**config.mk**
```make
export PLATFORM = sky130hd
export DESIGN_NAME = wdog_window_top
export DESIGN_NICKNAME = d
export VERILOG_FILES = /design/src/rtl/wdw_pkg.sv /design/src/rtl/wdw_regs.sv /design/src/rtl/wdw_prescaler.sv /design/src/rtl/wdw_core.sv /design/src/rtl/wdog_window_top.sv
export SDC_FILE = /design/constraint.sdc
export NUM_CORES = 1
export LEC_CHECK = 0
export ABC_AREA = 1
export ABC_CLOCK_PERIOD_IN_PS = 3200
export BUFFER_PORTS_ARGS = -buffer_cell sky130_fd_sc_hd__buf_2
export CORE_MARGIN = 4
export CORE_UTILIZATION = 35
export CTS_CLUSTER_DIAMETER = 200
export CTS_CLUSTER_SIZE = 25
export DETAILED_ROUTE_END_ITERATION = 16
export PLACE_DENSITY = 0.64
export SLEW_MARGIN = 20
export SYNTH_ARGS = -nofsm -noshare
export SYNTH_HDL_FRONTEND = slang
export SYNTH_SLANG_ARGS = --single-unit
```
**constraint.sdc**
```tcl
create_clock -name clk -period 3.2 [get_ports clk]
set_input_delay 0.32 -clock clk [delete_from_list [all_inputs] [get_ports clk]]
set_output_delay 0.32 -clock clk [all_outputs]
set_load 0.01 [all_outputs]
```
**src/rtl/wdw_pkg.sv**
```systemverilog
package wdw_pkg;

    localparam logic [1:0] ADR_CTRL  = 2'd0;
    localparam logic [1:0] ADR_KICK  = 2'd1;
    localparam logic [1:0] ADR_STAT  = 2'd2;
    localparam logic [1:0] ADR_COUNT = 2'd3;

    localparam int unsigned KEY_ARM  = 32'h0000_0123;
    localparam int unsigned KEY_FIRE = 32'h0000_3210;

    typedef enum logic [1:0] {
        ST_UNCFG,
        ST_ARMED,
        ST_COUNT,
        ST_EXPIRED
    } wdw_state_e;

    // control word, bit 10 down to bit 0
    typedef struct packed {
        logic       act_irq;
        logic       lp_run;
        logic [2:0] win;
        logic [1:0] per_sel;
        logic [3:0] div_log2;
    } wdw_ctrl_t;

    localparam int CTRL_W = $bits(wdw_ctrl_t);

    function automatic logic [3:0] legal_div_log2(input logic [3:0] code);
        case (code)
            4'd2, 4'd6, 4'd7, 4'd8, 4'd9, 4'd10, 4'd11, 4'd13: return code;
            default: return 4'd2;
        endcase
    endfunction

    function automatic int unsigned period_of(input logic [1:0] sel);
        case (sel)
            2'd0:    return 32'd256;
            2'd1:    return 32'd4096;
            2'd2:    return 32'd16384;
            default: return 32'd65536;
        endcase
    endfunction

    function automatic logic in_window(input logic [2:0] w, input int unsigned c,
                                       input int unsigned p);
        int unsigned q;
        q = p >> 2;
        case (w)
            3'd1:    return c > 3 * q;
            3'd2:    return (c > 2 * q) && (c <= 3 * q);
            3'd3:    return (c > q) && (c <= 2 * q);
            3'd4:    return c <= q;
            default: return 1'b1;
        endcase
    endfunction

endpackage

```
**src/rtl/wdw_regs.sv**
```systemverilog
module wdw_regs
    import wdw_pkg::*;
#(
    parameter int ADDR_W = 2,
    parameter int DATA_W = 32
) (
    input  logic              clk,
    input  logic              rst_n,
    input  logic              wr_en,
    input  logic [ADDR_W-1:0] wr_addr,
    input  logic [DATA_W-1:0] wr_data,
    input  logic              set_uf,
    input  logic              set_err,
    output wdw_ctrl_t         ctrl_q,
    output logic              cfg_done,
    output logic              refresh_stb,
    output logic              uf_flag,
    output logic              err_flag
);

    logic key_half_q;
    logic wr_ctrl, wr_kick, wr_stat;

    assign wr_ctrl = wr_en && (wr_addr == ADDR_W'(ADR_CTRL));
    assign wr_kick = wr_en && (wr_addr == ADDR_W'(ADR_KICK));
    assign wr_stat = wr_en && (wr_addr == ADDR_W'(ADR_STAT));

    assign refresh_stb = wr_kick && key_half_q && (wr_data == DATA_W'(KEY_FIRE));

    // write-once control word
    always_ff @(posedge clk or negedge rst_n) begin
        if (!rst_n) begin
            ctrl_q   <= '0;
            cfg_done <= 1'b0;
        end else if (wr_ctrl && !cfg_done) begin
            ctrl_q   <= wdw_ctrl_t'(wr_data[CTRL_W-1:0]);
            cfg_done <= 1'b1;
        end
    end

    // two-step refresh key
    always_ff @(posedge clk or negedge rst_n) begin
        if (!rst_n) begin
            key_half_q <= 1'b0;
        end else if (wr_kick) begin
            key_half_q <= (wr_data == DATA_W'(KEY_ARM));
        end
    end

    // sticky status, set wins over clear
    always_ff @(posedge clk or negedge rst_n) begin
        if (!rst_n) begin
            uf_flag  <= 1'b0;
            err_flag <= 1'b0;
        end else begin
            if (set_uf)                      uf_flag  <= 1'b1;
            else if (wr_stat && wr_data[0])  uf_flag  <= 1'b0;
            if (set_err)                     err_flag <= 1'b1;
            else if (wr_stat && wr_data[1])  err_flag <= 1'b0;
        end
    end

endmodule

```
**src/rtl/wdw_prescaler.sv**
```systemverilog
module wdw_prescaler
    import wdw_pkg::*;
#(
    parameter int PRE_W = 13
) (
    input  logic       clk,
    input  logic       rst_n,
    input  logic       en,
    input  logic       clr,
    input  logic [3:0] div_log2,
    output logic       tick
);

    logic [PRE_W-1:0] pre_q;
    logic [PRE_W-1:0] last;
    logic [3:0]       eff_log2;

    assign eff_log2 = legal_div_log2(div_log2);
    assign last     = PRE_W'((32'd1 << eff_log2) - 32'd1);
    assign tick     = en && (pre_q == last);

    always_ff @(posedge clk or negedge rst_n) begin
        if (!rst_n)      pre_q <= '0;
        else if (clr)    pre_q <= '0;
        else if (tick)   pre_q <= '0;
        else if (en)     pre_q <= pre_q + PRE_W'(1);
    end

endmodule

```
**src/rtl/wdw_core.sv**
```systemverilog
module wdw_core
    import wdw_pkg::*;
#(
    parameter int CNT_W = 17
) (
    input  logic             clk,
    input  logic             rst_n,
    input  wdw_ctrl_t        ctrl_q,
    input  logic             cfg_done,
    input  logic             refresh_stb,
    input  logic             lp_req,
    input  logic             tick,
    output logic             run_en,
    output logic             load,
    output logic [CNT_W-1:0] cnt_q,
    output wdw_state_e       st_q,
    output logic             set_uf,
    output logic             set_err,
    output logic             rst_pulse
);

    wdw_state_e       st_d;
    logic [CNT_W-1:0] period;
    logic             win_ok;
    logic             hold;

    assign period = CNT_W'(period_of(ctrl_q.per_sel));
    assign win_ok = in_window(ctrl_q.win, 32'(cnt_q), 32'(period));
    assign hold   = lp_req && !ctrl_q.lp_run;
    assign run_en = (st_q == ST_COUNT) && !hold;

    // state register
    always_ff @(posedge clk or negedge rst_n) begin
        if (!rst_n) st_q <= ST_UNCFG;
        else        st_q <= st_d;
    end

    // transitions and events
    always_comb begin
        st_d    = st_q;
        load    = 1'b0;
        set_uf  = 1'b0;
        set_err = 1'b0;
        unique case (st_q)
            ST_UNCFG: begin
                if (cfg_done) st_d = ST_ARMED;
            end
            ST_ARMED: begin
                if (refresh_stb) begin
                    load = 1'b1;
                    st_d = ST_COUNT;
                end
            end
            ST_COUNT: begin
                if (refresh_stb) begin
                    if (win_ok) begin
                        load = 1'b1;
                    end else begin
                        set_err = 1'b1;
                        st_d    = ST_EXPIRED;
                    end
                end else if (tick && (cnt_q == CNT_W'(1))) begin
                    set_uf = 1'b1;
                    st_d   = ST_EXPIRED;
                end
            end
            ST_EXPIRED: begin
                if (refresh_stb) begin
                    load = 1'b1;
                    st_d = ST_COUNT;
                end
            end
            default: st_d = ST_UNCFG;
        endcase
    end

    // outputs: counter and reset pulse
    always_ff @(posedge clk or negedge rst_n) begin
        if (!rst_n) begin
            cnt_q     <= '0;
            rst_pulse <= 1'b0;
        end else begin
            rst_pulse <= (set_uf || set_err) && !ctrl_q.act_irq;
            if (load)                    cnt_q <= period;
            else if (set_uf || set_err)  cnt_q <= '0;
            else if (tick)               cnt_q <= cnt_q - CNT_W'(1);
        end
    end

endmodule

```
**src/rtl/wdog_window_top.sv**
```systemverilog
module wdog_window_top
    import wdw_pkg::*;
#(
    parameter int ADDR_W = 2,
    parameter int DATA_W = 32,
    parameter int CNT_W  = 17,
    parameter int PRE_W  = 13
) (
    input  logic              clk,
    input  logic              rst_n,
    input  logic              wr_en,
    input  logic [ADDR_W-1:0] wr_addr,
    input  logic [DATA_W-1:0] wr_data,
    input  logic [ADDR_W-1:0] rd_addr,
    output logic [DATA_W-1:0] rd_data,
    input  logic              lp_req,
    output logic              wdt_rst_o,
    output logic              wdt_irq_o
);

    wdw_ctrl_t        ctrl_q;
    logic             cfg_done, refresh_stb, uf_flag, err_flag;
    logic             set_uf, set_err, tick, run_en, load, rst_pulse;
    logic [CNT_W-1:0] cnt_q;
    wdw_state_e       st_q;

    wdw_regs #(.ADDR_W(ADDR_W), .DATA_W(DATA_W)) u_regs (
        .clk(clk), .rst_n(rst_n), .wr_en(wr_en), .wr_addr(wr_addr), .wr_data(wr_data),
        .set_uf(set_uf), .set_err(set_err), .ctrl_q(ctrl_q), .cfg_done(cfg_done),
        .refresh_stb(refresh_stb), .uf_flag(uf_flag), .err_flag(err_flag)
    );

    wdw_prescaler #(.PRE_W(PRE_W)) u_pre (
        .clk(clk), .rst_n(rst_n), .en(run_en), .clr(load),
        .div_log2(ctrl_q.div_log2), .tick(tick)
    );

    wdw_core #(.CNT_W(CNT_W)) u_core (
        .clk(clk), .rst_n(rst_n), .ctrl_q(ctrl_q), .cfg_done(cfg_done),
        .refresh_stb(refresh_stb), .lp_req(lp_req), .tick(tick), .run_en(run_en),
        .load(load), .cnt_q(cnt_q), .st_q(st_q), .set_uf(set_uf), .set_err(set_err),
        .rst_pulse(rst_pulse)
    );

    assign wdt_rst_o = rst_pulse;
    assign wdt_irq_o = ctrl_q.act_irq && (uf_flag || err_flag);

    always_comb begin
        case (rd_addr)
            ADDR_W'(ADR_CTRL):  rd_data = DATA_W'(ctrl_q);
            ADDR_W'(ADR_STAT):  rd_data = DATA_W'({err_flag, uf_flag});
            ADDR_W'(ADR_COUNT): rd_data = DATA_W'(cnt_q);
            default:            rd_data = '0;
        endcase
    end

endmodule

```
==> flow_summary_export.csv, run 1 <==
group,metric,value,unit
status,outcome,"completed",
yosys,yosys_warnings,0,
route,vias,4138,
yosys,avgSynthCellArea,6.64,sq um
clock_tree,clk_pin_slew,0.07,ns
yosys,syn_inst,618,
timing,max_slew_margin,0.456,
route,dr.pass1.iters,5,
global_routing,grt_pass1_vias,4010,
layout,drive_gt1_frac,0.153,
power,power-per-cell-area,267,nW/um^2
worst_hold_path,min_path_type,"primary input to asynchronous set/reset pin",
layout,nNetsFinal,727,
route,vias_per_cell,5.06,
critical_path,rr_startpoint,"u_regs.ctrl_q[4]",
layout,final_core_util,0.402,
die,die_h,116,microns
layout,fill_cells,1183,
timing,fmax,373,MHz
power,ir_worst_vdd,0.195,mV
route,wl_per_cell,14.2,microns
yosys,synthArstFlopShare,1.00,
clock_tree,clock_sinks,48,
yosys,ys.flop_type,"dfrtp_1",
route,detail-route-antenna-nets,0,
critical_path,arrival,2.90,ns
die,die_w,116,microns
critical_path,cp_common_cell,"nand2_1",
die,dieArea,13500,sq um
job,max_cap_viol_count,0,
timing,tightest_slew,0.814,ns
timing,min_period,2.68,ns
layout,areaGrowthSynthToFinish,12.3,%
layout,num_antenna_cells,0,
clock_tree,postCtsSetupRepairBufs,0,
yosys,post_synth_num_cell_types,41,
critical_path,crit_chain,"inv_1 > nand2_1 > ha_1 > nand2_1 > nor2_1 > nand3_1 > nand4_1 > nand2_1 > nand3b_1 > nand3_2 > a21oi_2 > inv_2 > nor2_8 > inv_2 > a21oi_1",
yosys,synth-edff-count,0,
critical_path,slowest_stage,"dfrtp_1",
critical_path,cpLargestDelayFamily,"simple AND/OR/NAND/NOR gates",
die,io_pins,74,
clock_tree,cts_tree,"yes",
timing,setup_viol,0,
die,rows,39,
global_routing,track_usage,0.177,
critical_path,setup.worst_path.start,"u_regs.ctrl_q[4]",
yosys,yosysSeqAreaShare,0.293,
critical_path,cp-end-kind,"register",
timing,slew_viol_final,0,
layout,fin_cells,817,
timing,hold_viol,0,
die,start_util,0.358,
route,wl,11.6,mm
timing,rsz0062_at_grt,"no",
clock_tree,clockRootBuffer,"clkbuf_16",
global_routing,grt_start_max_net_pins,26,
clock_tree,numCtsBuffers,5,
global_routing,grt_antenna_before_repair,0,
route,drtIter0Drc,260,
yosys,syn_area,4100,sq um
critical_path,critPathBufInv,3,
critical_path,cpPeakStageDelay,0.44,ns
critical_path,critPathMaxFanout,11,
yosys,ys_ff_latch,48,
placed_design,portBuffers,58,
die,core_area,11500,sq um
clock_tree,clk_path_buf_depth,2,
clock_tree,clock_latency,0.29,ns
global_routing,grt_pass1_wl,19.2,mm
timing,period_share,0.837,
global_routing,grt_overflow,0,
route,drc,0,
placed_design,dpl.hpwl,9.42,mm
power,leakage,0.00242,uW
placed_design,globalplace.congestion,0.946,
timing,clock_skew,0.00737,ns
clock_tree,h-tree-depth,2,
timing,tns,0,ns
critical_path,cp-start-kind,"register",
critical_path,required,3.42,ns
critical_path,crit_type,"register to register",
clock_tree,postCtsHoldBufs,0,
clock_tree,cts_resized,0,
placed_design,placedCellCount,809,
## through the flow
step	hold slack [ns]	worst slack (ns)	cell area [sq um]	total power [uW]
after floorplan	0.0244	0.954	4160	669
after global placement	0.446	0.572	4450	708
after detailed placement	0.372	0.533	4470	713
after CTS	0.0551	0.528	4610	1240
after global routing	0.0877	0.180	4610	1270
final	0.0265	0.520	4610	1230
## power breakdown
part / total (uW) / switching (uW) / internal [uW]
Sequential: 606 / 0.0111 / 606
Clock: 528 / 236 / 292
Combinational: 95.0 / 61.3 / 33.6
## registers in the layout, summed over array words and instances, names as in the netlist
signal             cells
u_core.cnt_q          17
u_pre.pre_q           13
u_regs.ctrl_q         11
u_core.st_q            2
u_core.rst_pulse       1
u_regs.cfg_done        1
u_regs.err_flag        1
u_regs.key_half_q      1
u_regs.uf_flag         1
## synth_stat cells, types with 3 or more instances
cell	number	area share
nand2_1	142	0.13
nor2_1	91	0.083
inv_1	77	0.070
nand3_1	55	0.067
dfrtp_1	48	0.29
nand4_1	28	0.043
xor2_1	24	0.051
buf_4	17	0.031
a21oi_1	16	0.020
ha_1	14	0.043
o21ai_0	12	0.015
inv_2	11	0.010
nor3_1	10	0.012
o22ai_1	9	0.014
nor4_1	7	0.011
buf_2	4	0.0049
clkbuf_1	4	0.0037
nand2_2	4	0.0061
nand3_2	4	0.0098
a21oi_2	3	0.0064
buf_6	3	0.0082
nor2_2	3	0.0046
nor3_2	3	0.0073
nor3b_1	3	0.0055
o21ai_1	3	0.0037
## layout by cell type (no fill, tap or decap), types with 4 or more instances in the layout
cell type,n
nand3_2,4
dfrtp_1,48
nand2_2,4
o22ai_1,9
o21ai_0,12
inv_2,11
nand3_1,55
nand4_1,28
inv_1,77
clkbuf_16,5
ha_1,14
nand2_1,142
nor2_1,91
nor3_1,10
xor2_1,24
nor4_1,7
a21oi_1,16
conb_1,17
buf_2,58
## cells by family after synthesis
kind of cell               synth area share
adders and majority gates            0.0427
xor gates and xnor gates             0.0573
DFF                                   0.293
other                               0.00183
AOI/OAI and AO/OA                    0.0701
and+or+nand+nor                       0.405
buffers and inverters                 0.130
## path summary, 6_finish.rpt
kind	endpoint	slack [ns]	cells after the start
hold / removal	u_core.rst_pulse	0.03	1
setup / recovery	u_core.cnt_q[0]	0.52	15
max in group asynchronous	u_regs.ctrl_q[5]	2.63	2
setup reg to reg	u_core.cnt_q[0]	0.52	15
hold reg to reg	u_core.rst_pulse	0.46	1
min in group clk	u_regs.ctrl_q[7]	0.29	3
## layout make-up
class | instances | area (sq um) | area share
timing repair buffer | 61 | 325 | 0.0706
clock inverter | 1 | 8.76 | 0.00190
sequential | 48 | 1200 | 0.261
clock buffer | 7 | 133 | 0.0288
tap | 143 | 179 | 0.0388
multi-input combinational | 467 | 2420 | 0.526
inverter | 90 | 338 | 0.0733
## metal layers
| metal | global-route usage | wire (microns) |
|---|---|---|
| met1 | 0.237 | 5370 |
| met2 | 0.291 | 5330 |
| met3 | 0.0264 | 618 |
| met4 | 0.0634 | 301 |
| met5 | 0 | 0 |
## worst register-to-register path, delay by kind of cell, from the launching register on
| family | cells | cell delay (ns) |
|---|---|---|
| and+or+nand+nor | 9 | 1.04 |
| DFF | 1 | 0.44 |
| buffers and inverters | 3 | 0.39 |
| adders and majority gates | 1 | 0.38 |
| AOI/OAI and AO/OA | 2 | 0.36 |
Power figures use the tool's default switching activity.
==> run 2: changes to the inputs <==
ABC_CLOCK_PERIOD_IN_PS = 2600   (was 3200)
clock period = 2.6 ns   (was 3.2 ns; I/O delays follow)
==> run 2 against run 1 <==
Against the previous run:
- maximum frequency grew 5.2%
- critical path depth is 2 higher
- final area is 10% higher
- highest routed layer unchanged
- global-route usage is 0.12 points higher
- count of clock-buffer cells in the layout fell by 2
==> flow_summary_export.csv, run 2 (synthesis results as in run 1) <==
group,metric,value,unit
clock_tree,clock_latency,0.29,ns
route,vias_per_cell,5.14,
placed_design,dpl.hpwl,9.55,mm
critical_path,critPathBufInv,3,
timing,tns,0,ns
timing,clock_skew,0.00959,ns
timing,fmax,393,MHz
layout,reg.largest.list,"u_core.cnt_q (17), u_pre.pre_q (13), u_regs.ctrl_q (11)",
critical_path,required,2.81,ns
placed_design,place_area,4590,sq um
power,switching_share,0.245,
worst_hold_path,min_path_type,"primary input to register",
critical_path,crit_chain,"inv_2 > nand2_4 > ha_4 > nand2_1 > nor2_1 > nand3_1 > nand3_1 > nand2_1 > nand3b_1 > nand3_4 > nor2_4 > nand2_2 > nand2_4 > nor2_4 > buf_4 > inv_4 > a21oi_2",
timing,setup_viol,0,
power,internal-power,1150,uW
layout,drive_gt1_frac,0.242,
global_routing,grt_overflow,0,
layout,fin_area,5090,sq um
global_routing,grt_pass1_wl,19.5,mm
route,wl_per_cell,14.3,microns
die,core_area,11500,sq um
timing,max_slew_margin,0.455,
clock_tree,cts_tree,"yes",
layout,mostFrequentLayoutCells,"nand2_1, nor2_1, inv_1",
layout,regMostFlops,"u_core.cnt_q",
job,max_cap_viol_count,0,
placed_design,portBuffers,58,
route,wl,12.1,mm
global_routing,track_usage,0.178,
layout,final_core_util,0.444,
route,drtIter0Drc,299,
clock_tree,h-tree-depth,2,
die,io_pins,74,
timing,min_period,2.55,ns
route,drc,0,
layout,num_antenna_cells,0,
placed_design,globalplace.congestion,0.937,
clock_tree,clk_path_buf_depth,2,
global_routing,grt_antenna_before_repair,0,
critical_path,slowest_stage,"dfrtp_2",
power,comb_power_share,0.075,
power,leakage,0.00258,uW
clock_tree,clk_pin_slew,0.07,ns
critical_path,arrival,2.76,ns
critical_path,cp-start-kind,"register",
die,rows,39,
timing,finalHoldWorstSlack,0.230,ns
clock_tree,clockRootBuffer,"clkbuf_16",
critical_path,critPathMaxFanout,7,
route,vias,4341,
status,outcome,"completed",
critical_path,cpPeakStageDelay,0.49,ns
layout,nNetsFinal,755,
clock_tree,numCtsBuffers,5,
layout,areaGrowthSynthToFinish,24.0,%
power,ir_worst_vdd,0.332,mV
die,start_util,0.358,
die,dieArea,13500,sq um
clock_tree,clock_sinks,48,
route,detail-route-antenna-nets,0,
global_routing,grt_start_max_net_pins,35,
route,dr.pass1.iters,5,
critical_path,cpLargestDelayFamily,"simple AND/OR/NAND/NOR gates",
critical_path,cp-end-kind,"register",
global_routing,grt_pass1_vias,4088,
timing,period_share,0.980,
layout,fill_cells,1154,
timing,rsz0062_at_grt,"yes",
timing,hold_viol,0,
die,die_h,116,microns
timing,slew_viol_final,0,
layout,final_common_cell,"nand2_1",
power,power-per-cell-area,299,nW/um^2
die,die_w,116,microns
critical_path,crit_type,"register to register",
power,seq_power_share,0.490,
power,p_switching,372,uW
power,pwr-share-clk,0.435,
timing,tightest_slew,0.815,ns
layout,largest_register_ffs,17,
run 2: changes by cell type in the layout (fill, tap and decap cells not counted), moves of 4 or more:
cell | previous run | this run
buf_4 | 2 | 24
nand3_2 | 4 | 8
nand2_2 | 4 | 9
nand2_1 | 142 | 133
ha_4 | 0 | 7
nor2_1 | 91 | 83
ha_1 | 14 | 7
nor2_4 | 2 | 8
nand2_4 | 0 | 4
nand3_1 | 55 | 50
run 2: power groups by stage:
stage          registers, uW  clock network [uW]  logic (uW)
2_1_floorplan            761                   0        62.7
3_5_place_dp             761                   0         114
5_1_grt                  746                 711         131
4_1_cts                  746                 687         115
6_report                 746                 662         114
3_3_place_gp             761                   0         112
run 2: worst min-delay path, stage by stage:
cell,delay [ns]
buf_2,0.09
nor2_1,0.04
a21oi_1,0.09
run 2: routing by layer:
metal / share of wire / vias to the layer above / track usage
li1: - / 2142 / -
met4: 0.022 / 0 / 0.0518
met1: 0.47 / 2015 / 0.254
met2: 0.46 / 162 / 0.286
met3: 0.049 / 22 / 0.0181
met5: 0 / - / 0
run 2: timing repair:
| action | in CTS | in global routing |
|---|---|---|
| resized for setup | 10 | 46 |
| endpoints found under the hold margin | 14 | 0 |
| pin swaps | 1 | 11 |
| gates cloned | 0 | 2 |
| endpoints found under the setup margin | 9 | 27 |
| setup buffers | 0 | 9 |
| hold buffers | 1 | 0 |
run 2: final timing paths:
check | start | end | slack [ns] | depth (start not counted)
hold reg to reg | u_regs.ctrl_q[10] | u_core.rst_pulse | 0.45 | 1
min in group asynchronous | rst_n | u_pre.pre_q[6] | 0.41 | 2
setup reg to reg | u_regs.ctrl_q[5] | u_core.cnt_q[4] | 0.05 | 17
max in group asynchronous | rst_n | u_regs.ctrl_q[5] | 1.41 | 3
hold / removal | wr_data[6] | u_regs.ctrl_q[6] | 0.23 | 3
setup / recovery | u_regs.ctrl_q[5] | u_core.cnt_q[4] | 0.05 | 17
run 2: layout make-up:
type | count | area (sq um) | share of cell area
Sequential cell | 48 | 1200 | 0.237
Timing Repair Buffer | 87 | 534 | 0.105
Tap cell | 143 | 179 | 0.0352
Multi-Input combinational cell | 468 | 2670 | 0.524
Clock buffer | 5 | 125 | 0.0246
Timing Repair inverter | 1 | 6.26 | 0.00123
Inverter | 90 | 348 | 0.0684
Clock inverter | 3 | 25.0 | 0.00492
run 2: per-stage QoR:
| stage | instances | setup WS [ns] | total power [uW] |
|---|---|---|---|
| after floorplan | 633 | 0.354 | 824 |
| after global placement | 825 | -0.00258 | 872 |
| after detailed placement | 825 | -0.0348 | 874 |
| after CTS | 834 | 0.00911 | 1550 |
| after global routing | 845 | -0.0909 | 1590 |
| final | 845 | 0.0532 | 1520 |
==> run 3: changes to the inputs <==
BUFFER_PORTS_ARGS = not set   (was -buffer_cell sky130_fd_sc_hd__buf_2)
DONT_BUFFER_PORTS = 1   (was not set)
PLACE_DENSITY = 0.59   (was 0.64)
==> run 3 against run 2 <==
Against the previous run:
- sequential power about the same
- sequential cell count did not move
- setup slack better by 0.070 ns
- die area stayed put
- critical endpoint is now u_core.cnt_q[12]
- core utilization down 3.3 points
- critical path depth is 3 higher
- cell count fell by 7.6%
- first-iteration DRC count down 36%
- critical path type unchanged
==> flow_summary_export.csv, run 3 (synthesis results as in run 1) <==
group,metric,value,unit
route,vias,3999,
clock_tree,clock_latency,0.29,ns
route,detail-route-antenna-nets,0,
worst_hold_path,min_path_type,"primary input to register",
critical_path,cp-end-kind,"register",
die,io_pins,74,
global_routing,grt_pass1_wl,19.6,mm
worst_hold_path,hold-path-endpoint,"u_regs.ctrl_q[6]",
clock_tree,clk_path_buf_depth,2,
die,core_area,11500,sq um
timing,hold_viol,0,
critical_path,arrival,2.66,ns
timing,setup_viol,0,
power,leakage,0.00231,uW
clock_tree,numCtsBuffers,5,
timing,tightest_slew,0.802,ns
die,dieArea,13500,sq um
route,drtIter0Drc,192,
layout,num_antenna_cells,0,
route,dr.pass1.iters,5,
timing,rsz0062_at_grt,"yes",
timing,min_period,2.48,ns
die,die_w,116,microns
layout,reg.largest.list,"u_core.cnt_q (17), u_pre.pre_q (13), u_regs.ctrl_q (11)",
clock_tree,clockRootBuffer,"clkbuf_16",
job,max_cap_viol_count,0,
layout,regMostFlops,"u_core.cnt_q",
global_routing,grt_overflow,0,
placed_design,portBuffers,0,
placed_design,globalplace.congestion,0.939,
clock_tree,h-tree-depth,2,
layout,mostFrequentLayoutCells,"nand2_1, nor2_1, inv_1",
die,rows,39,
layout,areaGrowthSynthToFinish,14.8,%
layout,largest_register_ffs,17,
timing,slew_viol_final,0,
critical_path,cp-start-kind,"register",
timing,period_share,0.953,
global_routing,grt_start_max_net_pins,49,
worst_hold_path,holdPathStages,2,
route,wl,11.7,mm
route,vias_per_cell,5.12,
timing,finalHoldWorstSlack,0.135,ns
critical_path,worst_r2r_path_depth,20,
route,wl_per_cell,15.0,microns
layout,nNetsFinal,691,
clock_tree,clk_pin_slew,0.06,ns
layout,drive_gt1_frac,0.161,
timing,clock_skew,0.00581,ns
critical_path,required,2.78,ns
timing,max_slew_margin,0.464,
die,start_util,0.358,
clock_tree,clock_sinks,48,
critical_path,rr_startpoint,"u_regs.ctrl_q[5]",
layout,final_common_cell,"nand2_1",
clock_tree,cts_tree,"yes",
die,die_h,116,microns
route,drc,0,
global_routing,track_usage,0.181,
layout,final_core_util,0.411,
status,outcome,"completed",
placed_design,dpl.hpwl,9.34,mm
power,p_total,1480,uW
global_routing,grt_antenna_before_repair,0,
worst_hold_path,min_from,"wr_data[6]",
global_routing,grt_pass1_vias,3948,
critical_path,crit_type,"register to register",
power,power-per-cell-area,313,nW/um^2
critical_path,r2r_end,"u_core.cnt_q[12]",
critical_path,rrSetupSlack,0.12,ns
timing,fmax,404,MHz
power,ir_worst_vdd,0.281,mV
critical_path,critPathMaxFanout,8,
==> run 3: changes by cell type in the layout (fill, tap and decap cells not counted), moves of 2 or more <==
cell / change
buf_2: -58
buf_6: -3
inv_6: -2
a21oi_1: +2
a21oi_2: -2
nor2_4: -5
nor2_2: +3
==> run 3: routing by layer <==
| metal | wire (microns) | vias to the layer above | track usage |
|---|---|---|---|
| met1 | 5520 | 1836 | 0.255 |
| li1 | - | 2004 | - |
| met3 | 577 | 33 | 0.0285 |
| met4 | 409 | 0 | 0.0758 |
| met2 | 5190 | 126 | 0.276 |
| met5 | 0 | - | 0 |
==> run 3: worst max-delay path by stage <==
stage,slack [ns],endpoint,depth (start not counted),from
after CTS,0.05,u_core.cnt_q[14],20,u_regs.ctrl_q[5]
after global routing,-0.04,u_core.cnt_q[12],17,u_regs.ctrl_q[4]
final,0.12,u_core.cnt_q[12],20,u_regs.ctrl_q[5]
after detailed placement,-0.06,u_core.cnt_q[0],19,u_regs.ctrl_q[5]
after global placement,0.02,u_core.cnt_q[0],19,u_regs.ctrl_q[5]
after floorplan,0.35,u_core.cnt_q[11],16,u_regs.ctrl_q[4]
==> run 3: worst max-delay path: stages, from the launching register on <==
cell     delay [ns]
dfrtp_2        0.49
inv_2          0.11
nand2_4        0.07
ha_4           0.30
nand2_2        0.05
nand2_1        0.08
nand2_1        0.05
nand2_1        0.07
nand2_1        0.06
nand3_2        0.08
nand3_2        0.06
nand2_1        0.06
nand2_1        0.06
inv_2          0.06
nand3_4        0.11
a21oi_4        0.22
inv_4          0.08
nor2_8         0.16
nand3_1        0.09
nand2_1        0.07
inv_1          0.03
==> run 3: layout make-up <==
| class | count | area [sq um] |
|---|---|---|
| Clock inverter | 1 | 7.51 |
| Fill cell | 1156 | 6760 |
| Timing Repair Buffer | 25 | 210 |
| Clock buffer | 7 | 143 |
| Inverter | 90 | 343 |
| Tap cell | 143 | 179 |
| Multi-Input combinational cell | 467 | 2620 |
| Sequential cell | 48 | 1200 |
==> run 3: report_power, final <==
group	switching (uW)	internal, uW
clock	270	383
combinational	58.0	18.2
sequential	0.0108	747
==> run 3: through the flow <==
step,worst slack [ns],area [sq um],setup TNS [ns],cells
final,0.123,4710,0,781
after global routing,-0.0397,4710,-0.154,781
after CTS,0.0464,4520,0,778
after detailed placement,-0.0606,4290,-0.377,768
after global placement,0.0162,4290,0,768
after floorplan,0.354,4160,0,633
==> run 3: what timing repair did <==
action / in CTS / in global routing
setup buffers: 0 / 3
pin swaps: 0 / 15
hold buffers: 2 / 0
cloned: 0 / 0
gates resized for setup: 5 / 41
endpoints found under the hold margin: 48 / 0
setup endpoints to repair: 14 / 29
